### src/rtl/spi_eng_pkg.sv
package spi_eng_pkg;
  localparam int WORD_W = 32;
  localparam int LEN_W  = $clog2(WORD_W + 1);
  localparam int EDGE_W = $clog2(2 * WORD_W);
  localparam int EVT_W  = 16;
  localparam int EVT_NF = 8;
  localparam int EVT_NE = 9;
  localparam int EVT_UN = 11;
  localparam int EVT_OV = 12;

  typedef struct packed {
    logic             cpol;
    logic             cpha;
    logic             msb;
    logic             loop;
    logic [LEN_W-1:0] nbits;
  } xfer_cfg_t;
endpackage

### src/rtl/spi_eng_fifo.sv
module spi_eng_fifo #(
  parameter int W     = 32,
  parameter int DEPTH = 4
) (
  input  logic         clk_i,
  input  logic         rst_ni,
  input  logic         push_i,
  input  logic [W-1:0] data_i,
  input  logic         pop_i,
  output logic [W-1:0] data_o,
  output logic         full_o,
  output logic         empty_o
);
  localparam int AW = (DEPTH > 1) ? $clog2(DEPTH) : 1;
  localparam int CW = $clog2(DEPTH + 1);

  logic [W-1:0]  mem [DEPTH];
  logic [AW-1:0] wr_q, rd_q;
  logic [CW-1:0] cnt_q;
  logic          do_push, do_pop;

  assign full_o  = (cnt_q == CW'(DEPTH));
  assign empty_o = (cnt_q == '0);
  assign do_push = push_i & ~full_o;
  assign do_pop  = pop_i & ~empty_o;
  assign data_o  = mem[rd_q];

  always_ff @(posedge clk_i) if (do_push) mem[wr_q] <= data_i;

  always_ff @(posedge clk_i or negedge rst_ni) begin
    if (!rst_ni) begin
      wr_q  <= '0;
      rd_q  <= '0;
      cnt_q <= '0;
    end else begin
      if (do_push) wr_q <= (wr_q == AW'(DEPTH - 1)) ? '0 : wr_q + 1'b1;
      if (do_pop)  rd_q <= (rd_q == AW'(DEPTH - 1)) ? '0 : rd_q + 1'b1;
      cnt_q <= cnt_q + CW'(do_push) - CW'(do_pop);
    end
  end

  assert_fifo_bound_R8: assert property (@(posedge clk_i) disable iff (!rst_ni)
    cnt_q <= CW'(DEPTH));
endmodule

### src/rtl/spi_eng_shifter.sv
module spi_eng_shifter
  import spi_eng_pkg::*;
(
  input  logic              clk_i,
  input  logic              rst_ni,
  input  xfer_cfg_t         cfg_i,
  input  logic              start_i,
  input  logic [WORD_W-1:0] word_i,
  input  logic              tick_i,
  input  logic              miso_i,
  output logic              sck_o,
  output logic              mosi_o,
  output logic              busy_o,
  output logic              done_o,
  output logic [WORD_W-1:0] rx_word_o
);
  logic              busy_q, sck_q;
  logic [EDGE_W-1:0] edge_q;
  logic [WORD_W-1:0] tx_sh_q, rx_sh_q, rx_nxt;
  logic [EDGE_W:0]   last_idx;
  logic              last_edge, sample_edge, launch_edge, miso_eff;

  always_comb begin
    last_idx    = {cfg_i.nbits[EDGE_W-1:0], 1'b0} - 1'b1;
    last_edge   = ({1'b0, edge_q} == last_idx);
    // cpha=0 samples on even (leading) edges, cpha=1 on odd (trailing)
    sample_edge = cfg_i.cpha ? edge_q[0] : ~edge_q[0];
    launch_edge = cfg_i.cpha ? (~edge_q[0] & (edge_q != '0)) : edge_q[0];
    mosi_o      = cfg_i.msb ? tx_sh_q[WORD_W-1] : tx_sh_q[0];
    miso_eff    = cfg_i.loop ? mosi_o : miso_i;
    rx_nxt      = rx_sh_q;
    if (sample_edge)
      rx_nxt = cfg_i.msb ? {rx_sh_q[WORD_W-2:0], miso_eff} : {miso_eff, rx_sh_q[WORD_W-1:1]};
    if (cfg_i.nbits == LEN_W'(WORD_W)) rx_word_o = rx_nxt;
    else if (cfg_i.msb)                rx_word_o = rx_nxt << (WORD_W / 2);
    else                               rx_word_o = rx_nxt >> (WORD_W / 2);
  end

  assign sck_o  = sck_q ^ cfg_i.cpol;
  assign busy_o = busy_q;
  assign done_o = busy_q & tick_i & last_edge;

  always_ff @(posedge clk_i or negedge rst_ni) begin
    if (!rst_ni) begin
      busy_q  <= 1'b0;
      sck_q   <= 1'b0;
      edge_q  <= '0;
      tx_sh_q <= '0;
      rx_sh_q <= '0;
    end else if (!busy_q) begin
      if (start_i) begin
        busy_q  <= 1'b1;
        edge_q  <= '0;
        tx_sh_q <= word_i;
        rx_sh_q <= '0;
      end
    end else if (tick_i) begin
      sck_q   <= ~sck_q;
      rx_sh_q <= rx_nxt;
      if (launch_edge) tx_sh_q <= cfg_i.msb ? (tx_sh_q << 1) : (tx_sh_q >> 1);
      if (last_edge) busy_q <= 1'b0;
      else           edge_q <= edge_q + 1'b1;
    end
  end

  assert_sck_idle_R5: assert property (@(posedge clk_i) disable iff (!rst_ni)
    !busy_o |-> (sck_o == cfg_i.cpol));
  assert_edge_range_R1: assert property (@(posedge clk_i) disable iff (!rst_ni)
    busy_q |-> ({1'b0, edge_q} <= last_idx));
endmodule

### src/rtl/spi_master_engine.sv
module spi_master_engine
  import spi_eng_pkg::*;
#(
  parameter int FIFO_DEPTH = 4,
  parameter int N_SLAVES   = 4
) (
  input  logic                clk_i,
  input  logic                rst_ni,
  input  logic                en_i,
  input  logic                loop_i,
  input  logic                cpol_i,
  input  logic                cpha_i,
  input  logic                msb_first_i,
  input  logic [3:0]          len_i,
  input  logic                word32_i,
  input  logic                sck_tick_i,
  input  logic                tx_wr_i,
  input  logic [31:0]         tx_data_i,
  input  logic                rx_rd_i,
  output logic [31:0]         rx_data_o,
  input  logic [15:0]         evt_clr_i,
  output logic [15:0]         evt_o,
  input  logic [N_SLAVES-1:0] ssel_i,
  output logic [N_SLAVES-1:0] ss_no,
  output logic                sck_o,
  output logic                mosi_o,
  input  logic                miso_i
);
  xfer_cfg_t         cfg;
  logic              tx_full, tx_empty, rx_full, rx_empty;
  logic              busy, done, start;
  logic [WORD_W-1:0] tx_head, rx_word;
  logic              ov_q, un_q;
  logic [N_SLAVES-1:0] ss_q;

  always_comb begin
    cfg.cpol  = cpol_i;
    cfg.cpha  = cpha_i;
    cfg.msb   = msb_first_i;
    cfg.loop  = loop_i;
    cfg.nbits = word32_i ? LEN_W'(WORD_W) : LEN_W'(len_i) + 1'b1;
  end

  assign start = en_i & ~tx_empty & ~busy;

  spi_eng_fifo #(.W(WORD_W), .DEPTH(FIFO_DEPTH)) u_tx_q (
    .clk_i, .rst_ni, .push_i(tx_wr_i & en_i), .data_i(tx_data_i),
    .pop_i(start), .data_o(tx_head), .full_o(tx_full), .empty_o(tx_empty));

  spi_eng_fifo #(.W(WORD_W), .DEPTH(FIFO_DEPTH)) u_rx_q (
    .clk_i, .rst_ni, .push_i(done & ~rx_full), .data_i(rx_word),
    .pop_i(rx_rd_i), .data_o(rx_data_o), .full_o(rx_full), .empty_o(rx_empty));

  spi_eng_shifter u_shift (
    .clk_i, .rst_ni, .cfg_i(cfg), .start_i(start), .word_i(tx_head),
    .tick_i(sck_tick_i), .miso_i, .sck_o, .mosi_o, .busy_o(busy),
    .done_o(done), .rx_word_o(rx_word));

  always_ff @(posedge clk_i or negedge rst_ni) begin
    if (!rst_ni) begin
      ov_q <= 1'b0;
      un_q <= 1'b0;
      ss_q <= '1;
    end else begin
      ss_q <= ssel_i;
      if (done & rx_full)          ov_q <= 1'b1;
      else if (evt_clr_i[EVT_OV])  ov_q <= 1'b0;
      if (rx_rd_i & rx_empty)      un_q <= 1'b1;
      else if (evt_clr_i[EVT_UN])  un_q <= 1'b0;
    end
  end

  assign ss_no = ss_q;

  always_comb begin
    evt_o         = '0;
    evt_o[EVT_NF] = ~tx_full;
    evt_o[EVT_NE] = ~rx_empty;
    evt_o[EVT_UN] = un_q;
    evt_o[EVT_OV] = ov_q;
  end

  assert_overrun_set_R8: assert property (@(posedge clk_i) disable iff (!rst_ni)
    (done && rx_full) |=> evt_o[EVT_OV]);
  assert_underrun_set_R9: assert property (@(posedge clk_i) disable iff (!rst_ni)
    (rx_rd_i && rx_empty) |=> evt_o[EVT_UN]);
  assert_tx_drop_R10: assert property (@(posedge clk_i) disable iff (!rst_ni)
    !en_i |=> ($stable(tx_empty) && $stable(tx_full)));
endmodule

### config.mk
export PLATFORM = sky130hd
export DESIGN_NAME = spi_master_engine
export DESIGN_NICKNAME = d
export VERILOG_FILES = /design/src/rtl/spi_eng_pkg.sv /design/src/rtl/spi_eng_fifo.sv /design/src/rtl/spi_eng_shifter.sv /design/src/rtl/spi_master_engine.sv
export SDC_FILE = /design/constraint.sdc
export NUM_CORES = 1
export LEC_CHECK = 0
export ABC_AREA = 1
export BUFFER_PORTS_ARGS = -buffer_cell sky130_fd_sc_hd__buf_2
export CELL_PAD_IN_SITES_DETAIL_PLACEMENT = 1
export CELL_PAD_IN_SITES_GLOBAL_PLACEMENT = 2
export CORE_MARGIN = 4
export CORE_UTILIZATION = 43
export CTS_CLUSTER_DIAMETER = 30
export DETAILED_ROUTE_END_ITERATION = 8
export PLACE_DENSITY_LB_ADDON = 0.1
export SLEW_MARGIN = 20
export SYNTH_ARGS = -nofsm -noshare
export SYNTH_HDL_FRONTEND = slang
export SYNTH_SLANG_ARGS = --single-unit
### constraint.sdc
create_clock -name clk_i -period 8.9 [get_ports clk_i]
set_clock_uncertainty 0.1 [all_clocks]
set_input_delay 0.445 -clock clk_i [delete_from_list [all_inputs] [get_ports clk_i]]
set_output_delay 0.445 -clock clk_i [all_outputs]
set_load 0.01 [all_outputs]
==> results <==
- Clock tree synthesis found a total of between 300 and 400 sinks.
- The average wire per cell in the routed design is roughly 20 um.
- The mean post-synth cell area is about 11 um2.
- Clock tree synthesis inserted a total of ~80 buffers.
- For hold timing, the worst endpoint is u_tx_q.mem[2][15].
- The number of synthesized register bits is between 300 and 400.
- Summing all multi-input logic gate instances after layout gives roughly 4200 um2.
- The H-tree generated during clock tree synthesis spans 3 levels.
- The end of the worst register-to-register path is u_tx_q.cnt_q[2].
- The finished cells cover about 19000 um2.
- Row generation in the floorplan step produced just under 70 rows.
- The netlist uses 35 different library cells.
- The area overhead of the layout relative to synthesis is 26.23%.
- In this run the register-to-register setup slack is between 5 and 6 ns.
- The die footprint is ~38000 um2.
- After detailed routing, the number of vias per cell comes to 5.378.
- Walking the worst path, the cells encountered are buf_4 > clkinv_1 > o21ai_0 > o22ai_1 > buf_2.
- The synthesized netlist devotes 0.3516% of its cell area to XOR and XNOR gates.
- Data on the critical path arrives at its endpoint at ~2.8 ns.
- The startpoint class of the critical path is a register.
- For the pin with the worst max-slew slack, the measured transition is approximately 1.0 ns.
- The class of the tightest hold or removal check is in2reg.
- The flow ran to the end, and the final reports show no timing, DRC or antenna violations.
- The root cell of the clock tree is clkbuf_16.
- The final critical delay including setup and external delays is 3.343 ns.
- The summed instance area of the synthesized netlist is approximately 15000 um2.
- The number of setup violations in the final report is 0.
- The pin count of the biggest net entering global routing is just under 70.
- Summing internal, switching and leakage power gives between 7 and 8 mW.
- Counting cells, the worst reg-to-reg path comes to 9.
- During synthesis, Yosys emitted a total of 0 warnings.
- The initial standard-cell utilization of the core is between 40% and 50%.
- Summing the areas of all fa, ha and maj instances in the mapped netlist gives 1.691% of the synthesized area.
- The clock passes through at most 3 buffers.
- The leakage power is just over 7 nW.
- The synthesized netlist devotes 15.92% of its cell area to compound gates.
- The total area of sequential cells is ~10000 um2.
- For this run, the slowest stage of the critical path takes 0.92 ns.
- The buffers inserted during post-CTS setup optimization is 0.
- The number of hold buffers added after CTS is 34.
- The TritonCTS clock tree is built.
- Post-CTS repair changed the size of 0 cells.
- The worst hold path cell count is 1.
- The area share of the largest cell type after synthesis is 51.44%.
- The net count of the finished layout is about 1600.
- The detailed placement HPWL is about 22000 um.
- Ranked by instance count, the synthesized netlist is headed by 256 x edfxtp_1, 176 x nor2_1, 147 x o21ai_0, 146 x nand2_1, 114 x o22ai_1.
- Buffers placed on the I/O ports in this run total 95.
- Fill cells in the final layout number 3535.
- The max-slew violation count is 0.
- The cell count after synthesis is between 1000 and 1500.
- The relative max-transition margin is between 20 and 30%.
- Yosys attributes the largest share of cell area to edfxtp_1 51%, dfrtp_1 15%, o21ai_0 4.9%.
- The global-route congestion overflow total is 0.
- The number of endpoints with negative hold slack in the final report was 0.
- The worst register-to-register path begins at u_shift.busy_o.
- The post-placement cell area is about 16000 um2.
- The power per unit of standard cell area is ~380 nW/um2.
- The most frequently used flop master after synthesis is edfxtp_1.
- The standard cell core area is 34370 um2.
- The startpoint identified for the worst hold timing path is tx_data_i[15].
- The share of synthesized area occupied by flip-flops and latches is 66.88%.
- The cell with the largest stage delay on the worst path is clkinv_1.
- The cell taking the most area after synthesis is edfxtp_1.
- From left edge to right edge, the die measures ~190 um.
- In the final layout, the share of cells above drive strength 1 is between 10% and 20%.
- Setup repair after global routing left no endpoint under its margin.
- The via count of the first global-routing pass is around 12000.
- The multiplexer fraction of the synthesized cell area is 0%.
- Along the worst path, the maximum fanout reaches 34.
- The kind of critical path is reg2out.
- The first detailed-routing pass ran for 4 iterations.
- Of the available clock period, the critical path in the final layout requires 37.56%.
- around 120 I/O pins were placed.
- The final layout contains routed wiring with a total length of a little under 40000 um.
- The first routing iteration left ~470 violations.
- The total routing resource utilization after global routing is 20.61%.
- The number of antenna-violating nets in the routed design is 0.
- The number of enable flip-flop cells after synthesis is roughly 260.
- The routability congestion estimate is around 0.8.
- The number of antenna diodes in the final layout is 0.
- The vertical die dimension is 194.4 um.
- Clock-pin slew was measured on the worst setup and hold paths at 0.05 ns.
- The peak supply drop is 0.2091 mV.
- Data on the critical path is required at its endpoint by 8.36 ns.
- The most numerous cell in the Yosys netlist is edfxtp_1.
- Counting flops with an async set or reset pin after synthesis yields a share of about a quarter.
- Max-cap violations in this run came to 0.
- The endpoint kind of the worst setup timing path is a primary output.
- The number of antenna violations at the first check in global routing is 0.
- Summing the areas of all and, or, nand and nor instances in the mapped netlist gives 9.863% of the synthesized area.
- The highest clock frequency the design can meet is approximately 0.3 GHz.
- In the final timing run, aggregate negative setup slack is 0 ns.
- The post-detailed-route DRC marker count is 0.
- The dominant combinational cell family by area after synthesis is compound AO/OA/AOI/OAI gates.
- For the worst-skew pair, the clock arrives at the later sink with an insertion delay of between 0.5 and 0.6 ns.
- For this block, the via count after detailed routing is around 11000.
- The first global-routing pass estimated 62470 um of wire.
[kinds of logic after synthesis]
kind of cell / after synthesis
compound gates: 396
xor+xnor: 6
fa+ha+maj: 19
buf+inv: 186
flops: 348
other cells: 1
simple gates: 369
[layout make-up]
type,count,share of cell area (%)
tap,455,3.018
inverter,89,1.771
sequential,348,52.99
timing repair buffer,150,5.173
clock buffer,91,11.22
clock inverter,54,3.409
multi-input combinational,802,22.42
[critical path, delay by kind of cell, from the launching register on]
| kind | cells | cell delay (ns) |
|---|---|---|
| flops | 1 | 0.31 |
| buf+inv | 3 | 1.41 |
| compound gates | 2 | 0.50 |
[metrics by stage]
stage          setup slack (ns)  std cells  util, %  hold WS (ns)
2_1_floorplan             5.378       1336        -       0.04941
3_5_place_dp              5.384       1810    45.86        0.3552
5_1_grt                   5.277       1989    54.88      0.008220
3_3_place_gp              5.406       1810    45.86        0.3456
6_report                  5.557       1989    54.88       0.02394
4_1_cts                   5.542       1989    54.88      0.001056
[where the power goes]
part	total [mW]	switching, mW	internal [mW]
sequential	2.26	0.165	2.09
combinational	1.93	1.31	0.620
clock	2.95	0.936	2.01
total	7.13	2.41	4.72
[per-layer routing]
| metal | track usage [%] | wire length (um) |
|---|---|---|
| met1 | 24.37 | 15760 |
| met2 | 37.54 | 20660 |
| met3 | 3.917 | 1440 |
| met4 | 7.240 | 947 |
| met5 | 0 | 0 |
[placed cells by master (no fill, tap or decap), drive strengths merged]
cell type      n
dlygate4sd3   34
nor3           1
o21ai        148
clkinv        22
or2            1
nand4          6
fa             2
nand2        147
ha            17
a21oi         32
bufinv        10
a22oi         26
conb          12
a221o         11
dfrtp         88
o31ai          1
nor2         180
buf          116
inv          101
xnor2          1
a31oi         33
clkbuf        91
nor3b          2
dfstp          4
clkinvlp      10
edfxtp       256
o22ai        114
o211ai        31
nand3         32
xor2           5
[worst max-delay path by stage]
stage,start,to,slack [ns],cells after the start
2_1_floorplan,len_i[0],u_rx_q.mem[0][0],5.38,10
3_3_place_gp,word32_i,u_rx_q.cnt_q[2],5.41,12
3_5_place_dp,word32_i,u_rx_q.cnt_q[2],5.38,12
4_1_cts,u_rx_q.rd_q[1],rx_data_o[27],5.54,5
5_1_grt,u_rx_q.rd_q[1],rx_data_o[27],5.28,5
6_report,u_rx_q.rd_q[1],rx_data_o[21],5.56,5
[flip-flops by register name, summed over array words and instances, names as in the netlist]
register and cells:
u_rx_q.rd_q 2, u_rx_q.wr_q 2, u_shift.busy_o 1, u_tx_q.rd_q 2, u_tx_q.cnt_q 3, u_shift.sck_q 1
ov_q 1, un_q 1, u_tx_q.wr_q 2, u_rx_q.cnt_q 3, u_shift.edge_q 6, u_shift.tx_sh_q 32
u_tx_q.mem 128, u_rx_q.mem 128, u_shift.rx_sh_q 32, ss_no 4
Note: power is estimated with default switching activity, not from simulation.
